<file path="config.mk">
export PLATFORM = sky130hd
export DESIGN_NAME = rtc_snapshot_regs
export DESIGN_NICKNAME = d
export VERILOG_FILES = /design/src/rtl/rtc_regs_pkg.sv /design/src/rtl/rtc_time_counter.sv /design/src/rtl/rtc_user_bank.sv /design/src/rtl/rtc_ctrl.sv /design/src/rtl/rtc_snapshot_regs.sv
export SDC_FILE = /design/constraint.sdc
export NUM_CORES = 1
export LEC_CHECK = 0
export ABC_AREA = 0
export ABC_CLOCK_PERIOD_IN_PS = 3050
export BUFFER_PORTS_ARGS = -buffer_cell sky130_fd_sc_hd__clkbuf_2
export CAP_MARGIN = 20
export CORE_MARGIN = 2
export CORE_UTILIZATION = 46
export CTS_CLUSTER_DIAMETER = 200
export DETAILED_ROUTE_END_ITERATION = 7
export SETUP_SLACK_MARGIN = 0.3
export SYNTH_ARGS = -nofsm -noshare
export SYNTH_HDL_FRONTEND = slang
export SYNTH_SLANG_ARGS = --single-unit
</file>
<file path="constraint.sdc">
create_clock -name clk -period 3.05 [get_ports clk]
set_input_delay 0.1525 -clock clk [delete_from_list [all_inputs] [get_ports clk]]
set_output_delay 0.1525 -clock clk [all_outputs]
set_load 0.03 [all_outputs]
</file>
<file path="src/rtl/rtc_regs_pkg.sv">
// Package: shared time record, register addresses and BCD calendar helpers.
// Assumes every stored field holds valid packed BCD.
package rtc_regs_pkg;

    typedef struct packed {
        logic [7:0] cent;
        logic [7:0] year;
        logic [7:0] month;
        logic [7:0] date;
        logic [7:0] day;
        logic [7:0] hour;
        logic [7:0] min;
        logic [7:0] sec;
    } rtc_time_t;

    localparam int A_CTRL  = 0;
    localparam int A_SEC   = 1;
    localparam int A_MIN   = 2;
    localparam int A_HOUR  = 3;
    localparam int A_DAY   = 4;
    localparam int A_DATE  = 5;
    localparam int A_MONTH = 6;
    localparam int A_YEAR  = 7;
    localparam int A_CENT  = 8;

    // Increment a two-digit BCD value, wrapping 99 to 00.
    function automatic logic [7:0] bcd_inc(input logic [7:0] v);
        if (v == 8'h99)
            return 8'h00;
        else if (v[3:0] == 4'h9)
            return {v[7:4] + 4'h1, 4'h0};
        else
            return v + 8'h01;
    endfunction

    // Leap test on a BCD year: 10 is 2 mod 4, so check (2*tens + ones) mod 4.
    function automatic logic is_leap(input logic [7:0] y);
        logic [5:0] s;
        s = {1'b0, y[7:4], 1'b0} + {2'b00, y[3:0]};
        return (s[1:0] == 2'b00);
    endfunction

    // Last date of a month, in BCD.
    function automatic logic [7:0] month_last(input logic [7:0] m, input logic [7:0] y);
        case (m)
            8'h02:                      return is_leap(y) ? 8'h29 : 8'h28;
            8'h04, 8'h06, 8'h09, 8'h11: return 8'h30;
            default:                    return 8'h31;
        endcase
    endfunction

endpackage

</file>
<file path="src/rtl/rtc_time_counter.sv">
// Module: running BCD calendar counters.
// Steps once per accepted tick, loads a whole time record in one cycle on commit.
// Assumes load and step are never both high (the top gives load priority).
module rtc_time_counter
    import rtc_regs_pkg::*;
#(
    parameter logic [7:0] RESET_CENT = 8'h20
) (
    input  logic      clk,
    input  logic      rst_n,
    input  logic      step_i,
    input  logic      load_i,
    input  rtc_time_t load_val_i,
    output rtc_time_t cnt_o,
    output rtc_time_t next_o
);

    rtc_time_t cnt_q;
    rtc_time_t nxt;

    // Next calendar value, one second later.
    always_comb begin
        nxt = cnt_q;
        if (cnt_q.sec != 8'h59) begin
            nxt.sec = bcd_inc(cnt_q.sec);
        end else begin
            nxt.sec = 8'h00;
            if (cnt_q.min != 8'h59) begin
                nxt.min = bcd_inc(cnt_q.min);
            end else begin
                nxt.min = 8'h00;
                if (cnt_q.hour != 8'h23) begin
                    nxt.hour = bcd_inc(cnt_q.hour);
                end else begin
                    nxt.hour = 8'h00;
                    nxt.day  = (cnt_q.day == 8'h07) ? 8'h01 : bcd_inc(cnt_q.day);
                    if (cnt_q.date != month_last(cnt_q.month, cnt_q.year)) begin
                        nxt.date = bcd_inc(cnt_q.date);
                    end else begin
                        nxt.date = 8'h01;
                        if (cnt_q.month != 8'h12) begin
                            nxt.month = bcd_inc(cnt_q.month);
                        end else begin
                            nxt.month = 8'h01;
                            nxt.year  = bcd_inc(cnt_q.year);
                            if (cnt_q.year == 8'h99)
                                nxt.cent = bcd_inc(cnt_q.cent);
                        end
                    end
                end
            end
        end
    end

    // Counter register: reset point, commit load, or one-second step.
    always_ff @(posedge clk) begin
        if (!rst_n)
            cnt_q <= '{cent: RESET_CENT, year: 8'h00, month: 8'h01, date: 8'h01,
                       day: 8'h01, hour: 8'h00, min: 8'h00, sec: 8'h00};
        else if (load_i)
            cnt_q <= load_val_i;
        else if (step_i)
            cnt_q <= nxt;
    end

    assign cnt_o  = cnt_q;
    assign next_o = nxt;

    assert_commit_load_R7: assert property (@(posedge clk) disable iff (!rst_n)
        load_i |=> (cnt_q == $past(load_val_i)));

    assert_hour_wrap_R9: assert property (@(posedge clk) disable iff (!rst_n)
        (step_i && !load_i && cnt_q.hour == 8'h23 && cnt_q.min == 8'h59 && cnt_q.sec == 8'h59)
        |=> (cnt_q.hour == 8'h00 && cnt_q.min == 8'h00 && cnt_q.sec == 8'h00));

endmodule

</file>
<file path="src/rtl/rtc_user_bank.sv">
// Module: user-visible copies of the time fields.
// A refresh overwrites all fields at once and takes priority over a bus write.
// Assumes wr_sel_i is a valid time address (1..8) whenever wr_i is high.
module rtc_user_bank
    import rtc_regs_pkg::*;
#(
    parameter int         ADDR_W     = 4,
    parameter logic [7:0] RESET_CENT = 8'h20
) (
    input  logic              clk,
    input  logic              rst_n,
    input  logic              refresh_i,
    input  rtc_time_t         refresh_val_i,
    input  logic              wr_i,
    input  logic [ADDR_W-1:0] wr_sel_i,
    input  logic [7:0]        wr_data_i,
    output rtc_time_t         bank_o
);

    rtc_time_t bank_q;

    // Bank register: reset point, full refresh, or a single masked field write.
    always_ff @(posedge clk) begin
        if (!rst_n) begin
            bank_q <= '{cent: RESET_CENT, year: 8'h00, month: 8'h01, date: 8'h01,
                        day: 8'h01, hour: 8'h00, min: 8'h00, sec: 8'h00};
        end else if (refresh_i) begin
            bank_q <= refresh_val_i;
        end else if (wr_i) begin
            case (int'(wr_sel_i))
                A_SEC:   bank_q.sec   <= wr_data_i & 8'h7F;
                A_MIN:   bank_q.min   <= wr_data_i & 8'h7F;
                A_HOUR:  bank_q.hour  <= wr_data_i & 8'h3F;
                A_DAY:   bank_q.day   <= wr_data_i & 8'h07;
                A_DATE:  bank_q.date  <= wr_data_i & 8'h3F;
                A_MONTH: bank_q.month <= wr_data_i & 8'h1F;
                A_YEAR:  bank_q.year  <= wr_data_i;
                A_CENT:  bank_q.cent  <= wr_data_i;
                default: ;
            endcase
        end
    end

    assign bank_o = bank_q;

    assert_bank_hold_R4: assert property (@(posedge clk) disable iff (!rst_n)
        (!refresh_i && !wr_i) |=> $stable(bank_q));

endmodule

</file>
<file path="src/rtl/rtc_ctrl.sv">
// Module: READ / WRITE halt bits and the STOP bit.
// Produces a one-cycle commit when a control write clears a set WRITE bit.
module rtc_ctrl (
    input  logic clk,
    input  logic rst_n,
    input  logic ctrl_wr_i,
    input  logic wbit_i,
    input  logic rbit_i,
    input  logic sec_wr_i,
    input  logic stop_bit_i,
    output logic read_q,
    output logic write_q,
    output logic stop_q,
    output logic commit_o
);

    // Halt bits follow control writes.
    always_ff @(posedge clk) begin
        if (!rst_n) begin
            read_q  <= 1'b0;
            write_q <= 1'b0;
        end else if (ctrl_wr_i) begin
            read_q  <= rbit_i;
            write_q <= wbit_i;
        end
    end

    // STOP follows the top bit of each seconds write.
    always_ff @(posedge clk) begin
        if (!rst_n)
            stop_q <= 1'b0;
        else if (sec_wr_i)
            stop_q <= stop_bit_i;
    end

    assign commit_o = ctrl_wr_i && write_q && !wbit_i;

    assert_commit_clears_R7: assert property (@(posedge clk) disable iff (!rst_n)
        commit_o |=> !write_q);

endmodule

</file>
<file path="src/rtl/rtc_snapshot_regs.sv">
// Module: top of the BCD real-time clock register file.
// Ties the running counters to the user bank, decodes the bus and muxes read data.
// Assumes tick is a single-cycle pulse at most once per second.
module rtc_snapshot_regs
    import rtc_regs_pkg::*;
#(
    parameter int         ADDR_W     = 4,
    parameter logic [7:0] RESET_CENT = 8'h20
) (
    input  logic              clk,
    input  logic              rst_n,
    input  logic              tick,
    input  logic [ADDR_W-1:0] addr,
    input  logic              wr_en,
    input  logic [7:0]        wr_data,
    output logic [7:0]        rd_data
);

    localparam int LAST_TIME_A = A_CENT;

    rtc_time_t cnt, nxt, bank;
    logic      read_q, write_q, stop_q, commit;
    logic      ctrl_wr, sec_wr, time_wr, step, refresh;

    assign ctrl_wr = wr_en && (int'(addr) == A_CTRL);
    assign sec_wr  = wr_en && (int'(addr) == A_SEC);
    assign time_wr = wr_en && (int'(addr) >= A_SEC) && (int'(addr) <= LAST_TIME_A);
    assign step    = tick && !stop_q && !commit;
    assign refresh = step && !read_q && !write_q;

    rtc_ctrl u_ctrl (
        .clk        (clk),
        .rst_n      (rst_n),
        .ctrl_wr_i  (ctrl_wr),
        .wbit_i     (wr_data[7]),
        .rbit_i     (wr_data[6]),
        .sec_wr_i   (sec_wr),
        .stop_bit_i (wr_data[7]),
        .read_q     (read_q),
        .write_q    (write_q),
        .stop_q     (stop_q),
        .commit_o   (commit)
    );

    rtc_time_counter #(.RESET_CENT(RESET_CENT)) u_cnt (
        .clk        (clk),
        .rst_n      (rst_n),
        .step_i     (step),
        .load_i     (commit),
        .load_val_i (bank),
        .cnt_o      (cnt),
        .next_o     (nxt)
    );

    rtc_user_bank #(.ADDR_W(ADDR_W), .RESET_CENT(RESET_CENT)) u_bank (
        .clk           (clk),
        .rst_n         (rst_n),
        .refresh_i     (refresh),
        .refresh_val_i (nxt),
        .wr_i          (time_wr),
        .wr_sel_i      (addr),
        .wr_data_i     (wr_data),
        .bank_o        (bank)
    );

    // Read data multiplexer over the register map.
    always_comb begin
        case (int'(addr))
            A_CTRL:  rd_data = {write_q, read_q, 6'b0};
            A_SEC:   rd_data = {stop_q, bank.sec[6:0]};
            A_MIN:   rd_data = bank.min;
            A_HOUR:  rd_data = bank.hour;
            A_DAY:   rd_data = bank.day;
            A_DATE:  rd_data = bank.date;
            A_MONTH: rd_data = bank.month;
            A_YEAR:  rd_data = bank.year;
            A_CENT:  rd_data = bank.cent;
            default: rd_data = 8'h00;
        endcase
    end

    assert_refresh_copy_R3: assert property (@(posedge clk) disable iff (!rst_n)
        refresh |=> (bank == cnt));

    assert_halt_refresh_R5: assert property (@(posedge clk) disable iff (!rst_n)
        (ctrl_wr && tick && !stop_q && !read_q && !write_q) |=> (bank == cnt));

    assert_stop_freeze_R8: assert property (@(posedge clk) disable iff (!rst_n)
        (stop_q && !commit) |=> $stable(cnt));

endmodule

</file>
# After elaboration in Yosys (flattened, before gate mapping)
# Cells that the tools add are included.
# totals
inputBits,16
elab_cells,157
ff_bits,131
# classes
reduce_logical,37
n_mux,46
n_eq_ne,36
n_addsub,17
magnitude_cmp,2
# op_table
op,count
2-to-1 mux 8 bit,34
2-to-1 mux 64 bit,4
case mux 8 bit (9 select lines),1
"adder 8 x 1 -> 8 bit, second input constant",8
"== test 8 bit, second input constant",8
2-to-1 mux 56 bit,1
2-to-1 mux 48 bit,1
2-to-1 mux 40 bit,1
"== test 4 bit, second input constant",9
"adder 4 x 1 -> 4 bit, second input constant",8
"== test 8 x 3 -> 1 bit, second input constant",3
2-to-1 mux 24 bit,1
nonzero test 2 bit,10
"== test 4 x 3 -> 1 bit, second input constant",4
2-to-1 mux 16 bit,1
"inequality test 8 x 7 -> 1 bit, second input constant",2
case mux 8 bit (2 select lines),1
AND reduction 2 bit,8
"== test 4 x 2 -> 1 bit, second input constant",3
logical AND 1 bit,10
"== test 8 x 2 -> 1 bit, second input constant",1
"== test 8 x 4 -> 1 bit, second input constant",1
"== test 8 x 5 -> 1 bit, second input constant",1
logical NOT 4 bit,2
11 further kinds,15

# Depth between registers and ports, before layout
# logic_depth
depth_word,14
depth_mapped,11
ltp_nobuf,9

# By module
# A second synthesis with hierarchy kept.
# hier_totals
cells_unflattened,1270
area_unflattened_um2,9930.8
# modules_own_cells
module,seq_area_each_um2,cells_each,instances,area_per_inst_um2
rtc_time_counter,1281.2,821,1,5903.2
rtc_user_bank,1281.2,345,1,3163.0
rtc_snapshot_regs,0.0,94,1,745.7
rtc_ctrl,60.1,10,1,118.9

# Worst setup path before layout
# OpenSTA, ideal clock, no wires.
# synth_path
kind,reg2reg
startpoint,register u_cnt.cnt_q (netlist bit u_cnt.cnt_o[0])
endpoint,register u_cnt.cnt_q (netlist bit u_cnt.cnt_o[46])
path_buffers,1
setup_slack_ns,0.387
synth_period_minus_slack_ns,2.663
arrival_ns,2.593
path_stages_with_launch,10
setup_time_ns,0.070
path_cell_list,dfxtp_1 > ha_1 > nand3b_4 > or4_1 > buf_2 > nor2_8 > nand4_4 > or4_4 > o31ai_2 > o2bb2ai_1
# synth_via
elab_chain_cells,4
# synth_lines
element,line_no,text
from (decl),rtc_time_counter.sv:18,rtc_time_t cnt_q;
from (signal assigned),rtc_time_counter.sv:58,"cnt_q <= '{cent: RESET_CENT, year: 8'h00, month: 8'h01, date: 8'h01,"
from (signal assigned),rtc_time_counter.sv:61,cnt_q <= load_val_i;
from (signal assigned),rtc_time_counter.sv:63,cnt_q <= nxt;
inequality test 8 x 7 -> 1 bit,rtc_time_counter.sv:24,if (cnt_q.sec != 8'h59) begin
2-to-1 mux 56 bit,rtc_time_counter.sv:24,
2-to-1 mux 64 bit,rtc_time_counter.sv:62,else if (step_i)
2-to-1 mux 64 bit,rtc_time_counter.sv:60,else if (load_i)
# No other way between the ends. The select of a mux whose other input is x is not followed.
# A chain may end at the register's enable or synchronous reset.

# Worst setup path after layout
# layout_path
startpoint,register u_cnt.cnt_q (netlist bit u_cnt.cnt_o[9])
endpoint,register u_cnt.cnt_q (netlist bit u_cnt.cnt_o[46])
# layout_via
elab_chain_cells,5
# layout_lines
element,line_no,text
inequality test 8 x 7 -> 1 bit,rtc_time_counter.sv:28,if (cnt_q.min != 8'h59) begin
2-to-1 mux 48 bit,rtc_time_counter.sv:28,
2-to-1 mux 56 bit,rtc_time_counter.sv:24,
2-to-1 mux 64 bit,rtc_time_counter.sv:62,
2-to-1 mux 64 bit,rtc_time_counter.sv:60,
# No other way between the ends. The select of a mux whose other input is x is not followed.

==> impl_metrics.yaml <==
run_status:
  status: "completed"
cts:
  clock_sinks: 131
  cts-buffers-inserted: 17
  ctsRootBufferMaster: "sky130_fd_sc_hd__clkbuf_16"
  tritoncts: "yes"
  htree_depth: 4
  clock_insertion_delay_worst_skew_ns: 0.43
  cts_buffer_depth: 2
  cts.hold.buffers_added: 0
  clkTransAtPathRegs_ns: 0.06
routing:
  drt-pass1-iter-count: 5
  wl_per_instance_um: 21.0
  detailroute.via_count: 9354
  antenna_left: 0
  drt_iter0_drc: 861
  route.detailed.drc: 0
  routed_wl_um: 31200
  route.detailed.vias_per_inst: 6.28
floorplanning:
  design.die.area_mm2: 0.0212
  fp.dieH_um: 145
  initial_core_util_pct: 47.2
  placeableCoreArea_mm2: 0.0195
  core.rowCount: 51
  design.portCount: 24
  die_width_um: 145
setup_path:
  kind_of_end_point_of_the_critical_path: "flip-flop"
  worstSetupStartpoint: "u_cnt.cnt_o[9]$_SDFFE_PN0P_"
  critical_path.most_common_cell: "sky130_fd_sc_hd__or4_4"
  critical_path.reg2reg.startpoint: "u_cnt.cnt_o[9]$_SDFFE_PN0P_"
  critical_path_arrival_ns: 3.01
  kind_of_start_point_of_the_critical_path: "flip-flop"
  crit_cells: 10
  slowest_stage: "sky130_fd_sc_hd__or4_4"
  required_time_of_the_critical_path_ns: 3.41
  crit_path_class: "reg -> reg"
  crit_family: "simple AND/OR/NAND/NOR gates"
  crit_buf_inv: 2
  critical_path.max_stage_delay_ns: 0.58
  critical_path.cell_chain: "inv_1 > ha_2 > nand4b_4 > or4_4 > buf_6 > nor2_8 > nand4_4 > or4_4 > o31ai_2 > o2bb2ai_1"
  depth_of_the_most_critical_reg_to_reg_path: 10
  reg2reg_to: "u_cnt.cnt_o[46]$_SDFFE_PN0P_"
  worstPathMaxFanout: 6
  worstSetupEndpoint: "u_cnt.cnt_o[46]$_SDFFE_PN0P_"
  reg2reg_setup_slack_ns: 0.41
placement:
  hpwlAfterDp_um: 21600
  gp_congestion: 0.960
  portBuffers: 23
yosys:
  synth_top_family_by_area: "compound AO/OA/AOI/OAI gates"
  dominant_cell_by_count_in_the_synthesized_netlist: "sky130_fd_sc_hd__dfxtp_1"
  portion_of_the_post_synthesis_area_used_by_sequential_elements_pct: 28.5
  synth-xor-area-share_pct: 1.81
  synth_cell_type_count: 80
  synth.cell_area_mm2: 0.00921
  synthTopCellsByCount: "131 x sky130_fd_sc_hd__dfxtp_1, 115 x sky130_fd_sc_hd__nor2_1, 113 x sky130_fd_sc_hd__nand2_1, 105 x sky130_fd_sc_hd__o21ai_0, 90 x sky130_fd_sc_hd__a21oi_1"
  mappedNetlistNets: 1253
  synth_flop_type: "sky130_fd_sc_hd__dfxtp_1"
  synth_async_sr_flop_share_pct: 0
  syn-mean-instance-area_um2: 7.65
  synthSimpleGateAreaFrac_pct: 25.6
  arithmetic_cell_share_of_the_synthesized_area_counting_full_adders_half_adders_and_majority_gates_pct: 4.48
  synth.largest_area_cell: "sky130_fd_sc_hd__dfxtp_1"
  synth_enable_flop_cells: 0
  synthesis.yosys.warnings: 0
  mux_contribution_to_synthesized_area_pct: 8.23
  synth.top_cell.area_share_pct: 28.5
  syn-instance-count: 1204
  netlist_top_cells_area: "sky130_fd_sc_hd__dfxtp_1 28%, sky130_fd_sc_hd__o21ai_0 5.7%, sky130_fd_sc_hd__a21oi_1 4.9%, sky130_fd_sc_hd__nor2_1 4.7%, sky130_fd_sc_hd__nand2_1 4.6%"
  seq_cells_post_synth: 131
  compound_gate_fraction_of_synth_area_pct: 25.8
layout:
  seqCellArea_mm2: 0.00264
  finalNetCount: 1260
  final.fill_count: 1882
  areaGrowthSynthToFinish_pct: 14.2
  drive_gt1_share_pct: 16.9
  multi_input_area_mm2: 0.00623
  antenna_cells_inserted: 0
power:
  share_clk_of_total_power_pct: 46.1
  intPower_mw: 3.16
  static-leakage-power_nw: 3.87
  pwr-share-comb_pct: 11.5
  power_switching_share_pct: 27.5
  vdd_drop_max_v: 0.000388
  powerDensity_mw_per_mm2: 414
  seq_power_share_pct: 42.4
  total_power_mw: 4.36
  power_switching_mw: 1.20
sta:
  setup_violation_total_in_the_final_timing_report: 0
  hold_viol_final: 0
  final_min_period_over_clock_period_pct: 86.7
  rsz0062_at_grt: "false"
  setup-tns-final_ns: 0
  period_minus_slack_ns: 2.64
  finalClockSkew_ns: 0.00992
  timing_worst_slew_pin_value_ns: 0.614
  maxSlewHeadroom_pct: 58.7
  drv_slew: 0
  maxClockFrequency_ghz: 0.378
global_route:
  grtUsageTotal_pct: 29.2
  grt_pass1_vias: 8564
  maximum_number_of_pins_on_one_net_before_global_route_repair: 58
  total_gr_overflow: 0
  grt_first_pass_wirelength_um: 49200
  grt_antenna_before_repair: 0
run:
  max_cap_violations: 0
worst_hold_path:
  hold_path.class: "in -> reg"
## worst min path at each step
stage / start / slack [ns] / cells past startpoint / to
2_1_floorplan: wr_data[7] / 0.30 / 2 / u_ctrl.stop_q$_SDFFE_PN0P_
5_1_grt: wr_data[6] / 0.06 / 3 / u_ctrl.read_q$_SDFFE_PN0P_
3_5_place_dp: u_bank.bank_o[15]$_SDFFE_PN0P_ / 0.48 / 2 / u_bank.bank_o[15]$_SDFFE_PN0P_
6_report: wr_data[6] / 0.06 / 3 / u_ctrl.read_q$_SDFFE_PN0P_
3_3_place_gp: u_bank.bank_o[15]$_SDFFE_PN0P_ / 0.47 / 2 / u_bank.bank_o[15]$_SDFFE_PN0P_
4_1_cts: wr_data[6] / 0.05 / 3 / u_ctrl.read_q$_SDFFE_PN0P_
## cells by family after synthesis
family / Yosys count
buf+inv: 125
mux: 72
compound gates: 375
xor+xnor: 19
simple gates: 449
fa+ha+maj: 33
flops: 131
## timing repair
action / CTS / global route
setup endpoints to repair: 20 / 63
setup buffers: 3 / 8
pin swaps: 3 / 11
resized for setup: 8 / 32
## cell usage in the layout, fill, tap and decap left out, types with 5 or more instances in the layout
cell,Yosys,layout
sky130_fd_sc_hd__a211oi_1,53,50
sky130_fd_sc_hd__o211ai_1,9,9
sky130_fd_sc_hd__o21ai_0,105,105
sky130_fd_sc_hd__mux2i_1,42,42
sky130_fd_sc_hd__buf_4,1,54
sky130_fd_sc_hd__clkinv_2,0,5
sky130_fd_sc_hd__xor2_1,12,12
sky130_fd_sc_hd__nand4_1,18,18
sky130_fd_sc_hd__o31ai_1,5,5
sky130_fd_sc_hd__nor4_1,8,7
sky130_fd_sc_hd__nand3_1,49,47
sky130_fd_sc_hd__nand2b_1,11,10
sky130_fd_sc_hd__dfxtp_1,131,123
sky130_fd_sc_hd__nor3_1,26,24
sky130_fd_sc_hd__xnor2_1,7,7
sky130_fd_sc_hd__a31oi_1,31,31
sky130_fd_sc_hd__clkbuf_16,0,17
sky130_fd_sc_hd__dfxtp_2,0,6
sky130_fd_sc_hd__nor2_1,115,115
sky130_fd_sc_hd__o311ai_0,6,6
sky130_fd_sc_hd__a221oi_1,10,10
sky130_fd_sc_hd__ha_1,33,30
sky130_fd_sc_hd__nand2_1,113,113
sky130_fd_sc_hd__or2_2,6,6
sky130_fd_sc_hd__and3_1,13,13
sky130_fd_sc_hd__nor4_4,3,5
sky130_fd_sc_hd__or4_1,8,6
sky130_fd_sc_hd__inv_1,27,25
sky130_fd_sc_hd__o311a_1,5,5
sky130_fd_sc_hd__a22oi_1,7,7
sky130_fd_sc_hd__a311oi_1,7,6
sky130_fd_sc_hd__a21oi_1,90,90
sky130_fd_sc_hd__a22o_1,5,5
sky130_fd_sc_hd__clkbuf_2,0,23
sky130_fd_sc_hd__or3_1,12,11
sky130_fd_sc_hd__nor2b_1,21,20
sky130_fd_sc_hd__nor3b_1,9,7
sky130_fd_sc_hd__mux2_2,30,30
## through the flow
stage / setup slack, ns / utilization [%] / hold slack [ns] / std cells / area, um^2
2_1_floorplan: 0.387 / - / 0.296 / 1204 / 9210
6_report: 0.407 / 53.8 / 0.0609 / 1489 / 10500
4_1_cts: 0.252 / 52.9 / 0.0516 / 1481 / 10300
5_1_grt: 0.284 / 53.8 / 0.0638 / 1489 / 10500
3_3_place_gp: 0.232 / 49.7 / 0.470 / 1446 / 9700
3_5_place_dp: 0.185 / 49.7 / 0.478 / 1446 / 9700
## sequential cells by signal (all words and copies together), names as in the netlist
name	flops
u_bank.bank_o	64
u_cnt.cnt_o	64
u_ctrl.read_q	1
u_ctrl.stop_q	1
u_ctrl.write_q	1
## metal layers
metal  vias to the layer above  part of all wire [%]  GRT usage [%]
met5                         -                     0              0
met4                         0                   4.1           12.6
met3                        80                   6.4           5.58
met2                       335                    43           44.1
met1                      4456                    46           40.5
li1                       4483                     -              -
## area by class of cell
cell class	count	area share [%]
clock buffer	23	4.64
clock inverter	9	0.750
inverter	28	1.00
multi-input combinational	948	59.3
sequential	131	25.1
tap	265	3.15
timing repair buffer	85	6.08
## tightest hold or removal path: cells and delay by family
kind                   cells  cell delay, ns
AOI/OAI and AO/OA          1            0.05
buffers and inverters      1            0.14
and+or+nand+nor            1            0.09
## power groups by stage
stage | clock [mW] | combinational (mW) | sequential [mW]
6_report | 2.01 | 0.500 | 1.85
5_1_grt | 2.10 | 0.546 | 1.85
4_1_cts | 2.03 | 0.483 | 1.84
3_5_place_dp | 0 | 0.479 | 1.88
3_3_place_gp | 0 | 0.477 | 1.88
2_1_floorplan | 0 | 0.333 | 1.85
(Power assumes the default switching activity.)
